<file path="config.mk">
export PLATFORM = sky130hd
export DESIGN_NAME = alu_core
export DESIGN_NICKNAME = d
export VERILOG_FILES = /design/src/rtl/alu_pkg.sv /design/src/rtl/alu_operand_sel.sv /design/src/rtl/alu_addsub.sv /design/src/rtl/alu_bitwise.sv /design/src/rtl/alu_shifter.sv /design/src/rtl/alu_core.sv
export SDC_FILE = /design/constraint.sdc
export NUM_CORES = 1
export LEC_CHECK = 0
export CAP_MARGIN = 20
export CORE_ASPECT_RATIO = 1.75
export CORE_MARGIN = 2
export CORE_UTILIZATION = 50
export DETAILED_ROUTE_END_ITERATION = 12
export PLACE_DENSITY = 0.85
export SKIP_LAST_GASP = 1
export SLEW_MARGIN = 10
export SYNTH_ARGS = -nofsm -noshare
export SYNTH_HDL_FRONTEND = slang
export SYNTH_HIERARCHICAL = 1
export SYNTH_SLANG_ARGS = --single-unit
</file>
<file path="constraint.sdc">
create_clock -name vclk -period 5.39
set_clock_uncertainty 0.1 [all_clocks]
set_input_delay 1.078 -clock vclk [all_inputs]
set_output_delay 1.078 -clock vclk [all_outputs]
set_load 0.01 [all_outputs]
</file>
<file path="src/rtl/alu_pkg.sv">
package alu_pkg;

    typedef enum logic [3:0] {
        OP_ADD_TRAP = 4'd0,
        OP_ADD_WRAP = 4'd1,
        OP_SUB_TRAP = 4'd2,
        OP_SUB_WRAP = 4'd3,
        OP_LT_S     = 4'd4,
        OP_LT_U     = 4'd5,
        OP_AND      = 4'd6,
        OP_OR       = 4'd7,
        OP_XOR      = 4'd8,
        OP_NOR      = 4'd9,
        OP_SHL      = 4'd10,
        OP_SHR_L    = 4'd11,
        OP_SHR_A    = 4'd12,
        OP_UPPER    = 4'd13,
        OP_RSVD_E   = 4'd14,
        OP_RSVD_F   = 4'd15
    } alu_op_e;

    // Adder outputs shared by arithmetic and compares
    typedef struct packed {
        logic sum_msb_ovf;
        logic carry;
        logic lt_s;
        logic lt_u;
    } addsub_flags_t;

    function automatic logic op_is_trap(alu_op_e op);
        return (op == OP_ADD_TRAP) || (op == OP_SUB_TRAP);
    endfunction

    function automatic logic op_uses_sub(alu_op_e op);
        return (op == OP_SUB_TRAP) || (op == OP_SUB_WRAP) ||
               (op == OP_LT_S)     || (op == OP_LT_U);
    endfunction

    function automatic logic op_is_shift(alu_op_e op);
        return (op == OP_SHL) || (op == OP_SHR_L) || (op == OP_SHR_A);
    endfunction

endpackage

</file>
<file path="src/rtl/alu_operand_sel.sv">
module alu_operand_sel #(
    parameter int DATA_W = 32,
    parameter int IMM_W  = 16
) (
    input  logic [DATA_W-1:0] reg_b,
    input  logic [IMM_W-1:0]  imm,
    input  logic              use_imm,
    input  logic              zext,
    output logic [DATA_W-1:0] b_eff
);
    localparam int EXT_W = DATA_W - IMM_W;

    logic              fill_bit;
    logic [DATA_W-1:0] imm_ext;

    assign fill_bit = zext ? 1'b0 : imm[IMM_W-1];
    assign imm_ext  = {{EXT_W{fill_bit}}, imm};
    assign b_eff    = use_imm ? imm_ext : reg_b;

    always_comb begin
        if (use_imm && zext) begin
            p_zext_upper_r9: assert (b_eff[DATA_W-1:IMM_W] == '0)
                else $error("zero-extended immediate has upper bits set");
        end
        if (use_imm) begin
            p_imm_low_r9: assert (b_eff[IMM_W-1:0] == imm)
                else $error("immediate low bits not passed through");
        end
    end
endmodule

</file>
<file path="src/rtl/alu_addsub.sv">
module alu_addsub
    import alu_pkg::*;
#(
    parameter int DATA_W = 32
) (
    input  logic [DATA_W-1:0] a,
    input  logic [DATA_W-1:0] b,
    input  logic              sub,
    output logic [DATA_W-1:0] sum,
    output addsub_flags_t     flags
);
    localparam int MSB = DATA_W - 1;

    logic [DATA_W-1:0] b_inv;
    logic [DATA_W:0]   wide;
    logic              ovf_raw;

    assign b_inv = sub ? ~b : b;
    assign wide  = {1'b0, a} + {1'b0, b_inv} + {{DATA_W{1'b0}}, sub};
    assign sum   = wide[DATA_W-1:0];

    // Signed overflow: inputs agree in sign, result disagrees
    assign ovf_raw = (a[MSB] == b_inv[MSB]) && (sum[MSB] != a[MSB]);

    always_comb begin
        flags.sum_msb_ovf = ovf_raw;
        flags.carry       = wide[DATA_W];
        flags.lt_s        = sum[MSB] ^ ovf_raw;
        flags.lt_u        = ~wide[DATA_W];
    end

    always_comb begin
        if (ovf_raw && !sub) begin
            p_add_ovf_sign_r1: assert (a[MSB] == b[MSB])
                else $error("add overflow with operands of different sign");
        end
        if (sub && (a == b)) begin
            p_equal_not_less_r3: assert (!flags.lt_s && !flags.lt_u)
                else $error("equal operands compared as less");
        end
    end
endmodule

</file>
<file path="src/rtl/alu_bitwise.sv">
module alu_bitwise
    import alu_pkg::*;
#(
    parameter int DATA_W = 32
) (
    input  logic [DATA_W-1:0] a,
    input  logic [DATA_W-1:0] b,
    input  alu_op_e           op,
    output logic [DATA_W-1:0] out
);
    logic [DATA_W-1:0] any_one;

    assign any_one = a | b;

    always_comb begin
        unique case (op)
            OP_AND:  out = a & b;
            OP_OR:   out = any_one;
            OP_XOR:  out = a ^ b;
            OP_NOR:  out = ~any_one;
            default: out = '0;
        endcase
    end

    always_comb begin
        if (op == OP_NOR) begin
            p_nor_disjoint_r5: assert ((out & (a | b)) == '0)
                else $error("NOR result overlaps an operand one");
        end
        if (op == OP_AND) begin
            p_and_subset_r5: assert ((out & ~a) == '0)
                else $error("AND result not a subset of A");
        end
    end
endmodule

</file>
<file path="src/rtl/alu_shifter.sv">
module alu_shifter #(
    parameter int DATA_W = 32
) (
    input  logic [DATA_W-1:0]         din,
    input  logic [$clog2(DATA_W)-1:0] count,
    input  logic                      left,
    input  logic                      arith,
    output logic [DATA_W-1:0]         dout
);
    localparam int SH_W = $clog2(DATA_W);
    localparam int MSB  = DATA_W - 1;

    logic [DATA_W-1:0] rev_in;
    logic [DATA_W-1:0] rev_out;
    logic [DATA_W-1:0] stage [SH_W+1];
    logic              fill;

    // Left shifts run through the right-shift network on reversed bits
    for (genvar i = 0; i < DATA_W; i++) begin : g_rev
        assign rev_in[i]  = din[MSB-i];
        assign rev_out[i] = stage[SH_W][MSB-i];
    end

    assign fill     = arith & ~left & din[MSB];
    assign stage[0] = left ? rev_in : din;

    for (genvar k = 0; k < SH_W; k++) begin : g_stage
        localparam int STEP = 1 << k;
        assign stage[k+1] = count[k]
            ? {{STEP{fill}}, stage[k][DATA_W-1:STEP]}
            : stage[k];
    end

    assign dout = left ? rev_out : stage[SH_W];

    always_comb begin
        if (count == '0) begin
            p_zero_count_r6: assert (dout == din)
                else $error("shift by zero altered data");
        end
        if (arith && !left && din[MSB]) begin
            p_sign_fill_r7: assert (dout[MSB])
                else $error("arithmetic right shift lost sign");
        end
        if (left && count != '0) begin
            p_left_zero_r7: assert (!dout[0])
                else $error("left shift brought in a one");
        end
    end
endmodule

</file>
<file path="src/rtl/alu_core.sv">
module alu_core
    import alu_pkg::*;
#(
    parameter int DATA_W = 32,
    parameter int IMM_W  = 16
) (
    input  logic [3:0]                op_i,
    input  logic [DATA_W-1:0]         opnd_a_i,
    input  logic [DATA_W-1:0]         opnd_b_i,
    input  logic [IMM_W-1:0]          imm_i,
    input  logic                      use_imm_i,
    input  logic                      imm_zext_i,
    input  logic [$clog2(DATA_W)-1:0] shamt_i,
    input  logic                      shift_var_i,
    output logic [DATA_W-1:0]         result_o,
    output logic                      ovf_o
);
    localparam int SH_W  = $clog2(DATA_W);
    localparam int LOW_W = DATA_W - IMM_W;

    alu_op_e           op;
    logic [DATA_W-1:0] b_eff;
    logic [DATA_W-1:0] sum;
    addsub_flags_t     flags;
    logic [DATA_W-1:0] bit_res;
    logic [DATA_W-1:0] sh_res;
    logic [SH_W-1:0]   sh_cnt;

    assign op     = alu_op_e'(op_i);
    assign sh_cnt = shift_var_i ? opnd_a_i[SH_W-1:0] : shamt_i;

    alu_operand_sel #(.DATA_W(DATA_W), .IMM_W(IMM_W)) u_opsel (
        .reg_b   (opnd_b_i),
        .imm     (imm_i),
        .use_imm (use_imm_i),
        .zext    (imm_zext_i),
        .b_eff   (b_eff)
    );

    alu_addsub #(.DATA_W(DATA_W)) u_addsub (
        .a     (opnd_a_i),
        .b     (b_eff),
        .sub   (op_uses_sub(op)),
        .sum   (sum),
        .flags (flags)
    );

    alu_bitwise #(.DATA_W(DATA_W)) u_bitwise (
        .a   (opnd_a_i),
        .b   (b_eff),
        .op  (op),
        .out (bit_res)
    );

    alu_shifter #(.DATA_W(DATA_W)) u_shift (
        .din   (b_eff),
        .count (sh_cnt),
        .left  (op == OP_SHL),
        .arith (op == OP_SHR_A),
        .dout  (sh_res)
    );

    always_comb begin
        result_o = '0;
        unique case (op)
            OP_ADD_TRAP, OP_ADD_WRAP,
            OP_SUB_TRAP, OP_SUB_WRAP:       result_o = sum;
            OP_LT_S:                        result_o = {{(DATA_W-1){1'b0}}, flags.lt_s};
            OP_LT_U:                        result_o = {{(DATA_W-1){1'b0}}, flags.lt_u};
            OP_AND, OP_OR, OP_XOR, OP_NOR:  result_o = bit_res;
            OP_SHL, OP_SHR_L, OP_SHR_A:     result_o = sh_res;
            OP_UPPER:                       result_o = {b_eff[IMM_W-1:0], {LOW_W{1'b0}}};
            default:                        result_o = '0;
        endcase
    end

    assign ovf_o = op_is_trap(op) & flags.sum_msb_ovf;

    always_comb begin
        if (ovf_o) begin
            p_no_overflow_r2: assert (op_i == 4'd0 || op_i == 4'd2)
                else $error("overflow flagged on non-trapping op");
        end
        if (op == OP_LT_S || op == OP_LT_U) begin
            p_compare_01_r4: assert (result_o[DATA_W-1:1] == '0)
                else $error("compare result wider than one bit");
        end
        if (op == OP_UPPER) begin
            p_upper_low_zero_r8: assert (result_o[LOW_W-1:0] == '0)
                else $error("upper load left low bits set");
        end
        if (op_i == 4'd14 || op_i == 4'd15) begin
            p_rsvd_zero_r10: assert (result_o == '0 && !ovf_o)
                else $error("reserved op produced output");
        end
    end
endmodule

</file>
==> summary.txt, run 1 <==
Placed design
  – Post-DP Area: 13,700 um^2
  – Routability Congestion: 1.12
  – DP Wirelength: 39,900 um
  – IO Port Bufs: 125

Synth
  – Syn_area_per_cell: 7.89 um^2
  – Number of warnings issued by yosys: 6
  – Mapped Area: 9440 um^2
  – Syn Nets: 1,385
  – Syn Inst Count: 1,197

Die
  – Starting Density: 50.8%
  – Die W: 108 um
  – IO Count: 125
  – Std cell rows: 66
  – Die height: 186 um

Global route
  – Total Routing Usage GR: 74.3%
  – Number of global-route vias before repair: 16,800
  – First-pass GRT wire length: 113,000 um
  – Pin count of the biggest net entering global routing: 69
  – Total grt overflow: 223

Run status
  – Halt point of the flow: global routing
  – Status: stopped before the end
  – Error msg: [ERROR GRT-0116] Global routing finished with congestion. Check the congestion regions in the DRC Viewer.
[stage by stage]
step | setup WS (ns) | utilization [%] | instances
after floorplan | 0.0556 | - | 1197
after global placement | -0.839 | 73.6 | 1876
after detailed placement | -0.983 | 73.6 | 1876
after CTS | -0.0636 | 81.7 | 1961
[metal layers]
metal | global-route usage (%) | GRT overflow
met5 | 19.8 | 1
met4 | 79.3 | 80
met3 | 55.7 | 9
met2 | 94.1 | 133
met1 | 71.2 | 0
[what timing repair did]
action	CTS
gates resized for setup	352
hold buffers	0
pin swaps	100
setup endpoints to repair	33
gates cloned	10
setup buffers	78
==> inputs of run 2 (changes only) <==
--- a/config.mk
+++ b/config.mk
@@ -6,11 +6,10 @@
 export NUM_CORES = 1
 export LEC_CHECK = 0
 export CAP_MARGIN = 20
-export CORE_ASPECT_RATIO = 1.75
 export CORE_MARGIN = 2
-export CORE_UTILIZATION = 50
+export CORE_UTILIZATION = 35
 export DETAILED_ROUTE_END_ITERATION = 12
-export PLACE_DENSITY = 0.85
+export PLACE_DENSITY_LB_ADDON = 0.15
 export SKIP_LAST_GASP = 1
 export SLEW_MARGIN = 10
 export SYNTH_ARGS = -nofsm -noshare
==> constraint.sdc (replaced) <==
create_clock -name vclk -period 7
set_clock_uncertainty 0.1 [all_clocks]
set_input_delay 1.4 -clock vclk [all_inputs]
set_output_delay 1.4 -clock vclk [all_outputs]
set_load 0.01 [all_outputs]
==> summary.txt, run 2 <==
Run status
  – Status: complete, no violations

Timing
  – Slew margin rel.: 36.9%
  – RSZ-0062 raised after global routing: yes
  – Final setup viols: 0
  – Final hold violations: 0
  – Fin Hold WS: 3.96 ns
  – Final period utilization: 98.9%
  – FMAX: 144 MHz
  – Final Critical Period: 6.92 ns
  – Slew Viols, Final: 0
  – Measured slew at the worst slew-check pin: 0.946 ns

Setup path
  – Required time of the critical path: 5.50 ns
  – Critical Path AT: 5.42 ns
  – CP startpoint kind: input pin
  – Crit path max fanout: 20
  – Crit Path Class: input pin to output pin
  – Crit end category: output pin

Drt
  – Metal3 WL: 3570 um
  – DR WL/cell: 24.8 um
  – # DRC: 0
  – Metal2 WL: 20,600 um
  – DR iter-0 viols: 1,066
  – Drt pass-1 iters: 6
  – Antenna viol nets, final: 0
  – Top sig layer: met4
  – Total Wirelength: 45,300 um
  – Vias: 11,100
  – Via density: 6.06
  – Met1 WL: 19,200 um

Synth
  – Number of warnings issued by yosys: 6 (unchanged)
  – Syn_area_per_cell: 7.89 um^2 (unchanged)
  – Mapped Area: 9440 um^2 (unchanged)
  – Syn Nets: 1,385 (unchanged)
  – Syn Inst Count: 1,197 (unchanged)

Finish
  – CLK BUF: 0
  – Multi-input logic area: 8620 um^2
  – Register area: 0 um^2
  – Layout cells sized above 1: 30.6%
  – Most used cells in the layout excluding fill and tap cells: 247 x buf_4, 120 x clkdlybuf4s50_1, 96 x inv_1, 91 x a21oi_1
  – FF+latch count: 0
  – Layout area overhead: 35.3%
  – Final non-filler cell total: 1,824
  – Most common cell after layout, fill and taps aside: buf_4
  – Finished Cell Area: 12,800 um^2
  – Ant diodes: 0
  – Fin nets: 1,673
  – Fill cells: 2,676

Global route
  – Pin count of the biggest net entering global routing: 69
  – Number of global-route vias before repair: 10,600
  – First-pass GRT wire length: 67,100 um
  – Total Routing Usage GR: 31.0%
  – Total grt overflow: 0
  – Initial antenna violation count: 0

Die
  – Core Footprint: 26,700 um^2
  – IO Count: 125 (unchanged)
  – Starting Density: 35.3% (-15 points)
  – Die height: 168 um (-9.4%)
  – Die W: 168 um (+56%)
  – Die area: 28,300 um^2
  – Std cell rows: 60 (-9.1%)

Hold path
  – Hold Path Depth: 4
  – Hold Crit Start: op_i[3]
  – Hold EP: ovf_o
  – Worst Hold Class: input pin to output pin

Power and ir drop
  – Leakage: 5.80 nW
  – Cell Pwr Density: 129 nW/um^2
  – Peak supply drop: 0.0000617 V

Placed design
  – Placed insts: 1,822 (-2.9%)
  – Routability Congestion: 1.01 (-9.2%)
  – Post-DP Area: 12,600 um^2 (-8.2%)
  – IO Port Bufs: 125 (unchanged)
  – DP Wirelength: 36,600 um (-8.3%)

Clock network
  – CTS Hold Bufs: 0 (unchanged)

Flow run
  – Total of max-cap violations: 0
## run 2: area by class of cell
class / count / share of cell area (%)
Inverter: 98 / 2.88
Multi-Input combinational cell: 1000 / 67.5
Tap cell: 341 / 3.34
Timing Repair Buffer: 385 / 26.3
## run 2: worst max-delay path by stage
stage / startpoint / to / slack [ns] / depth (start not counted)
5_1_grt: op_i[1] / result_o[0] / -0.08 / 17
2_1_floorplan: use_imm_i / result_o[30] / 0.83 / 14
4_1_cts: use_imm_i / result_o[0] / -0.02 / 15
3_3_place_gp: use_imm_i / result_o[0] / -0.1 / 15
3_5_place_dp: use_imm_i / result_o[0] / -0.16 / 16
6_report: op_i[1] / result_o[0] / 0.08 / 17
## run 2: repair_timing
| action | CTS | global route |
|---|---|---|
| cloned | 0 | 1 |
| endpoints found under the setup margin | 15 | 22 |
| resized for setup | 13 | 29 |
| setup buffers | 1 | 0 |
| pin swaps | 3 | 6 |
## run 2: where the power goes
| group | internal (mW) | switching, mW |
|---|---|---|
| registers | 0 | 0 |
| clock network | 0 | 0 |
| logic | 0.775 | 0.868 |
## run 2: per-layer routing
| metal | track usage [%] | vias to the layer above |
|---|---|---|
| li1 | - | 5107 |
| met1 | 42.7 | 5276 |
| met2 | 50.6 | 585 |
| met3 | 3.01 | 86 |
| met4 | 10.2 | 0 |
| met5 | 0 | - |
## run 2: stage by stage
stage	util [%]	TNS [ns]	power, mW	worst slack [ns]
after floorplan	-	0	0.872	0.829
after global placement	47.0	-0.272	1.58	-0.0985
final	47.8	0	1.64	0.0781
after detailed placement	47.0	-0.781	1.57	-0.156
after CTS	47.3	-0.0225	1.59	-0.0225
after global routing	47.8	-0.141	1.75	-0.0823
## run 2: critical path, stage by stage
cell and delay (ns):
clkdlybuf4s50_1 0.46, xnor2_2 0.23, nor2_4 0.06, buf_12 0.16, xor2_1 0.18, buf_4 0.15
ha_1 0.32, a21oi_1 0.15, o21ai_1 0.11, and3_1 0.22, or3_1 0.41, a41oi_2 0.25
o21a_1 0.18, mux2i_1 0.10, nor4b_2 0.31, a2111o_1 0.14, clkdlybuf4s50_1 0.54
Power figures use the tool's default switching activity.
==> inputs of run 3 (changes only) <==
--- a/config.mk
+++ b/config.mk
@@ -6,6 +6,7 @@
 export NUM_CORES = 1
 export LEC_CHECK = 0
 export CAP_MARGIN = 20
+export CORE_ASPECT_RATIO = 1.2
 export CORE_MARGIN = 2
 export CORE_UTILIZATION = 35
 export DETAILED_ROUTE_END_ITERATION = 12
==> summary.txt, run 3 (synthesis results as in run 2) <==
Flow run
  – Total of max-cap violations: 0 (unchanged)

Finish
  – Register area: 0 um^2 (unchanged)
  – FF+latch count: 0 (unchanged)
  – Layout area overhead: 33.0%
  – Fin nets: 1,626 (-2.8%)
  – Final non-filler cell total: 1,772 (-2.9%)
  – Fill cells: 2,651 (-0.93%)
  – Most common cell after layout, fill and taps aside: buf_4
  – Layout cells sized above 1: 29.6% (-1.0 points)
  – Most used cells in the layout excluding fill and tap cells: 195 x buf_4, 119 x clkdlybuf4s50_1, 96 x inv_1, 92 x ha_1, 90 x nand2_1
  – Multi-input logic area: 8720 um^2 (+1.1%)
  – CLK BUF: 0 (unchanged)

Timing
  – Final period utilization: 99.2% (+0.30 points)
  – Final hold violations: 0 (unchanged)
  – Slew margin rel.: 33.4% (-3.5 points)
  – Sum Neg Setup Slack: 0 ns (unchanged)
  – RSZ-0062 raised after global routing: yes
  – Measured slew at the worst slew-check pin: 0.998 ns (+0.0519 ns)
  – Slew Viols, Final: 0 (unchanged)
  – FMAX: 144 MHz (-0.31%)
  – Final Critical Period: 6.94 ns (+0.0212 ns)
  – Final setup viols: 0 (unchanged)

Die
  – Starting Density: 35.7% (+0.39 points)
  – Die height: 184 um (+9.3%)
  – Core Footprint: 26,400 um^2 (-1.1%)
  – Die area: 28,300 um^2 (about the same)
  – IO Count: 125 (unchanged)
  – Std cell rows: 65 (+8.3%)
  – Die W: 154 um (-8.5%)

Setup path
  – CP startpoint kind: input pin
  – Worst Setup SP: use_imm_i
  – Crit Path Class: input pin to output pin
  – Max incr delay on CP: 0.55 ns (about the same)
  – Required time of the critical path: 5.50 ns (about the same)
  – Critical path, cell by cell: clkdlybuf4s50_1 -> buf_12 -> buf_12 -> mux2_4 -> xor2_1 -> ha_1 -> a21oi_2 -> o21ai_2 -> and3_2 -> or3_1 -> a41oi_2 -> o21a_1 -> mux2i_1 -> nor4b_1 -> a2111o_1 -> clkdlybuf4s50_1
  – Crit path max fanout: 15 (-25%)
  – Crit path to: result_o[0]
  – Critical Path AT: 5.44 ns (+0.02 ns)
  – Crit end category: output pin
  – Critical-path top delay cell: clkdlybuf4s50_1

Placed design
  – IO Port Bufs: 125 (unchanged)
  – Routability Congestion: 0.988 (-2.6%)
  – Placed insts: 1,767 (-3.0%)
  – DP Wirelength: 37,400 um (+2.1%)

Hold path
  – Worst Hold Class: input pin to output pin

Clock network
  – CTS Hold Bufs: 0 (unchanged)

Drt
  – # DRC: 0 (unchanged)
  – Via density: 6.26 (+3.3%)
  – Vias: 11,100 (+0.33%)
  – DR WL/cell: 26.0 um (+4.6%)
  – DR iter-0 viols: 897 (-16%)
  – Total Wirelength: 46,000 um (+1.6%)
  – Drt pass-1 iters: 5 (-1)
  – Antenna viol nets, final: 0 (unchanged)

Global route
  – Number of global-route vias before repair: 10,600 (+0.0094%)
  – Initial antenna violation count: 1 (+1)
  – Total grt overflow: 0 (unchanged)
  – First-pass GRT wire length: 67,400 um (+0.50%)
  – Pin count of the biggest net entering global routing: 69 (unchanged)
  – Total Routing Usage GR: 31.0% (+0.091 points)

Power and ir drop
  – Clock share of power: 0% (unchanged)
  – Switching power: 0.874 mW (+0.68%)
  – Leakage: 5.65 nW (-2.5%)
  – Seq pwr share: 0% (unchanged)
  – Sw Ratio: 53.8% (+0.96 points)
  – Peak supply drop: 0.0000779 V (+26%)
  – Cell Pwr Density: 129 nW/um^2 (+0.59%)
  – Comb power frac: 100.0% (about the same)
  – Internal power: 0.751 mW (-3.1%)

Run status
  – Status: complete, no violations
## run 3: power groups by stage
stage / clock, mW / sequential [mW] / combinational (mW)
floorplan: 0 / 0 / 0.872
global placement: 0 / 0 / 1.53
detailed placement: 0 / 0 / 1.53
CTS: 0 / 0 / 1.54
global route: 0 / 0 / 1.72
finish: 0.000000104 / 0 / 1.63
## run 3: worst min-delay path by stage
stage	start	to	slack (ns)	depth (start not counted)
after floorplan	op_i[0]	ovf_o	2.75	1
after detailed placement	op_i[0]	result_o[1]	4.09	6
final	op_i[0]	result_o[21]	3.87	5
after CTS	op_i[0]	result_o[1]	4.09	6
after global routing	op_i[0]	result_o[5]	3.95	5
after global placement	op_i[0]	result_o[1]	4.07	6
## run 3: metrics by stage
stage               power [mW]  hold slack (ns)  util (%)  area, um^2  setup slack (ns)
detailed placement        1.53             4.09      46.3       12200            -0.121
global placement          1.53             4.07      46.3       12200            -0.132
global route              1.72             3.95      47.5       12600           -0.0783
finish                    1.63             3.87      47.5       12600            0.0570
CTS                       1.54             4.09      46.5       12300           -0.0102
floorplan                0.872             2.75         -        9440             0.829
## run 3: worst max-delay path: cells and delay by family
kind | cells | cell delay [ns]
AO/OA/AOI/OAI | 5 | 0.82
AND/OR/NAND/NOR | 3 | 0.98
buffers and inverters | 4 | 1.37
adder cells (fa/ha/maj) | 1 | 0.34
multiplexers | 2 | 0.37
XOR/XNOR | 1 | 0.15
## run 3: repair_timing
item,in CTS,in global routing
pin swaps,3,13
resized for setup,12,63
setup endpoints to repair,12,23
buffers inserted,1,3
## run 3: cell type report
type                            instances  share of cell area, %
Multi-Input combinational cell       1000                   69.4
Timing Repair Buffer                  338                   24.3
Tap cell                              335                   3.34
Inverter                               98                   2.93
Antenna cell                            1                 0.0199
## run 3: routing by layer
layer,routed length [um],vias up,track usage (%)
li1,-,5015,-
met1,18300,5396,38.8
met2,22100,553,53.9
met3,2850,127,2.29
met4,2800,0,15.4
met5,0,-,0
==> inputs of run 4 (changes only) <==
--- a/config.mk
+++ b/config.mk
@@ -7,7 +7,6 @@
 export LEC_CHECK = 0
 export CAP_MARGIN = 20
 export CORE_ASPECT_RATIO = 1.2
-export CORE_MARGIN = 2
 export CORE_UTILIZATION = 35
 export DETAILED_ROUTE_END_ITERATION = 12
 export PLACE_DENSITY_LB_ADDON = 0.15
@@ -15,5 +14,4 @@
 export SLEW_MARGIN = 10
 export SYNTH_ARGS = -nofsm -noshare
 export SYNTH_HDL_FRONTEND = slang
-export SYNTH_HIERARCHICAL = 1
 export SYNTH_SLANG_ARGS = --single-unit
==> summary.txt, run 4 <==
Run status
  – Status: complete, no violations

Power and ir drop
  – Design Power: 1.18 mW (-28%)
  – Leakage: 4.30 nW (-24%)
  – Seq pwr share: 0% (unchanged)
  – Comb power frac: 100.0% (about the same)
  – Internal power: 0.538 mW (-28%)
  – Clock share of power: 0% (unchanged)
  – Cell Pwr Density: 120 nW/um^2 (-7.0%)
  – Sw Ratio: 54.2% (+0.44 points)
  – Peak supply drop: 0.0000495 V (-36%)
  – Switching power: 0.638 mW (-27%)

Synth
  – Simple-Gate Fraction of Synth Area: 15.4%
  – Yosys top cell area share: 16.6%
  – Synth Area in Compound Gates: 34.7%
  – Synth cell types: 87
  – Commonest cells in the netlist: 95 x ha_1, 87 x nand2_1, 69 x o21ai_0
  – Combinational family with the most area after synthesis: compound AO/OA/AOI/OAI gates
  – Syn_area_per_cell: 7.34 um^2 (-7.0%)
  – Syn Nets: 1,166 (-16%)
  – Mapped Area: 7180 um^2 (-24%)
  – Post-Synth Adder-Cell Area: 16.8%
  – Seq/Total Area, Yosys: 0%
  – Number of warnings issued by yosys: 0 (-6)
  – Mux contribution to synthesized area: 17.6%
  – XOR/XNOR share of the synthesized area: 6.83%
  – Synth top area cells: ha_1 17%, mux2i_1 9.3%, xnor2_1 5.4%
  – Dominant cell type by area after synthesis: ha_1
  – Most frequent cell after synthesis: ha_1
  – Syn Inst Count: 978 (-18%)

Finish
  – Layout area overhead: 36.1%
  – Most common cell after layout, fill and taps aside: buf_4
  – Finished Cell Area: 9770 um^2 (-22%)
  – Final non-filler cell total: 1,456 (-18%)
  – Fin nets: 1,380 (-15%)
  – Register area: 0 um^2 (unchanged)
  – Most used cells in the layout excluding fill and tap cells: 151 x buf_4, 118 x clkdlybuf4s50_1, 94 x ha_1, 87 x nand2_1, 67 x o21ai_0
  – CLK BUF: 0 (unchanged)
  – Layout cells sized above 1: 22.1% (-7.5 points)
  – FF+latch count: 0 (unchanged)

Clock network
  – CTS Hold Bufs: 0 (unchanged)

Hold path
  – Hold EP: result_o[28]
  – Hold Crit Start: op_i[1]
  – Worst Hold Class: input pin to output pin
  – Hold Path Depth: 6 (+1)

Die
  – IO Count: 125 (unchanged)
  – Die height: 159 um (-14%)
  – Die W: 133 um (-14%)
  – Core Footprint: 20,200 um^2 (-24%)
  – Std cell rows: 57 (-12%)
  – Starting Density: 35.6% (-0.17 points)
  – Die area: 21,100 um^2 (-26%)

Global route
  – Initial antenna violation count: 1 (unchanged)
  – Number of global-route vias before repair: 8,393 (-21%)
  – Pin count of the biggest net entering global routing: 57 (-17%)
  – First-pass GRT wire length: 51,500 um (-24%)
  – Total grt overflow: 0 (unchanged)
  – Total Routing Usage GR: 32.2% (+1.1 points)

Flow run
  – Total of max-cap violations: 0 (unchanged)

Drt
  – Via density: 6.11 (-2.4%)
  – DR iter-0 viols: 866 (-3.5%)
  – Vias: 8,891 (-20%)
  – DR WL/cell: 24.1 um (-7.0%)
  – Antenna viol nets, final: 0 (unchanged)
  – Drt pass-1 iters: 9 (+4)
  – # DRC: 0 (unchanged)
  – Total Wirelength: 35,200 um (-24%)

Timing
  – FMAX: 144 MHz (about the same)
  – Final hold violations: 0 (unchanged)
  – Measured slew at the worst slew-check pin: 0.830 ns (-0.168 ns)
  – Slew Viols, Final: 0 (unchanged)
  – Final Critical Period: 6.94 ns (-0.00469 ns)
  – RSZ-0062 raised after global routing: yes
  – Final period utilization: 99.1% (about the same)
  – Slew margin rel.: 44.0% (+11 points)
  – Final setup viols: 0 (unchanged)

Setup path
  – Required time of the critical path: 5.50 ns (about the same)
  – Crit path max fanout: 12 (-3)
  – Max incr delay on CP: 0.70 ns (+0.15 ns)
  – Critical path, cell by cell: clkdlybuf4s50_1 -> buf_4 -> and4bb_2 -> nor2_1 -> a222oi_1 -> mux2i_1 -> mux2i_1 -> mux2_2 -> o311ai_0 -> clkdlybuf4s50_1
  – CP startpoint kind: input pin
  – Crit end category: output pin
  – Crit Path Class: input pin to output pin
  – Critical Path AT: 5.44 ns (about the same)
  – Critical-path top delay cell: o311ai_0

Placed design
  – Post-DP Area: 9600 um^2 (-22%)
  – Placed insts: 1,450 (-18%)
  – DP Wirelength: 28,900 um (-23%)
  – IO Port Bufs: 125 (unchanged)
  – Routability Congestion: 1.00 (+1.2%)
run 4: worst max-delay path by stage:
stage                          from           end  slack, ns
final                       op_i[3]  result_o[22]       0.06
after global placement      op_i[2]  result_o[30]      -0.27
after detailed placement    op_i[1]  result_o[30]      -0.32
after global routing      use_imm_i  result_o[27]      -0.01
after floorplan             op_i[2]  result_o[30]       0.56
after CTS                   op_i[2]  result_o[26]      -0.03
run 4: final cells by class:
| cell class | instances | area, um^2 |
|---|---|---|
| repair buffers | 281 | 2490 |
| multi-input cells | 841 | 6690 |
| inverters | 68 | 255 |
| fillers | 2071 | 10400 |
| diodes | 1 | 2.50 |
| well taps | 265 | 332 |
run 4: per-stage QoR:
| step | setup TNS (ns) | utilization, % | hold slack, ns | setup WS (ns) |
|---|---|---|---|---|
| final | 0 | 48.4 | 3.78 | 0.0617 |
| after global routing | -0.0104 | 48.4 | 3.85 | -0.0104 |
| after CTS | -0.0647 | 47.9 | 3.90 | -0.0255 |
| after detailed placement | -1.57 | 47.6 | 3.89 | -0.323 |
| after global placement | -1.27 | 47.6 | 3.89 | -0.269 |
| after floorplan | 0 | - | 2.85 | 0.562 |
run 4: repair_timing:
action / 4_1_cts / 5_1_grt
endpoints found under the setup margin: 13 / 19
gates cloned: 0 / 1
gates resized for setup: 17 / 16
setup buffers: 2 / 2
endpoints found under the hold margin: 0 / 0
pin swaps: 7 / 6
run 4: routing by layer:
layer  global-route usage [%]  part of all wire, %  up-vias
li1                         -                    -     4142
met1                     39.3                   40     4251
met2                     55.8                   48      421
met3                     4.02                  7.0       77
met4                     14.6                  5.3        0
met5                        0                    0        -
run 4: critical path: cells and delay by family:
family	cells	cell delay (ns)
buffers and inverters	3	1.42
AOI/OAI and AO/OA	2	0.95
muxes	3	0.87
and+or+nand+nor	2	0.80
run 4: cells by family (layout without fill, tap and decap cells):
kind of cell,after synthesis,after routing
XOR/XNOR,56,56
buffers and inverters,137,349
multiplexers,109,109
AND/OR/NAND/NOR,233,233
adder cells (fa/ha/maj),96,96
AO/OA/AOI/OAI,347,347
other,0,1
run 4: power by group through the flow:
stage	Combinational [mW]	Sequential [mW]	Clock, mW
CTS	1.15	0	0
global route	1.25	0	0
detailed placement	1.14	0	0
finish	1.18	0	0.0000000176
global placement	1.14	0	0
floorplan	0.626	0	0
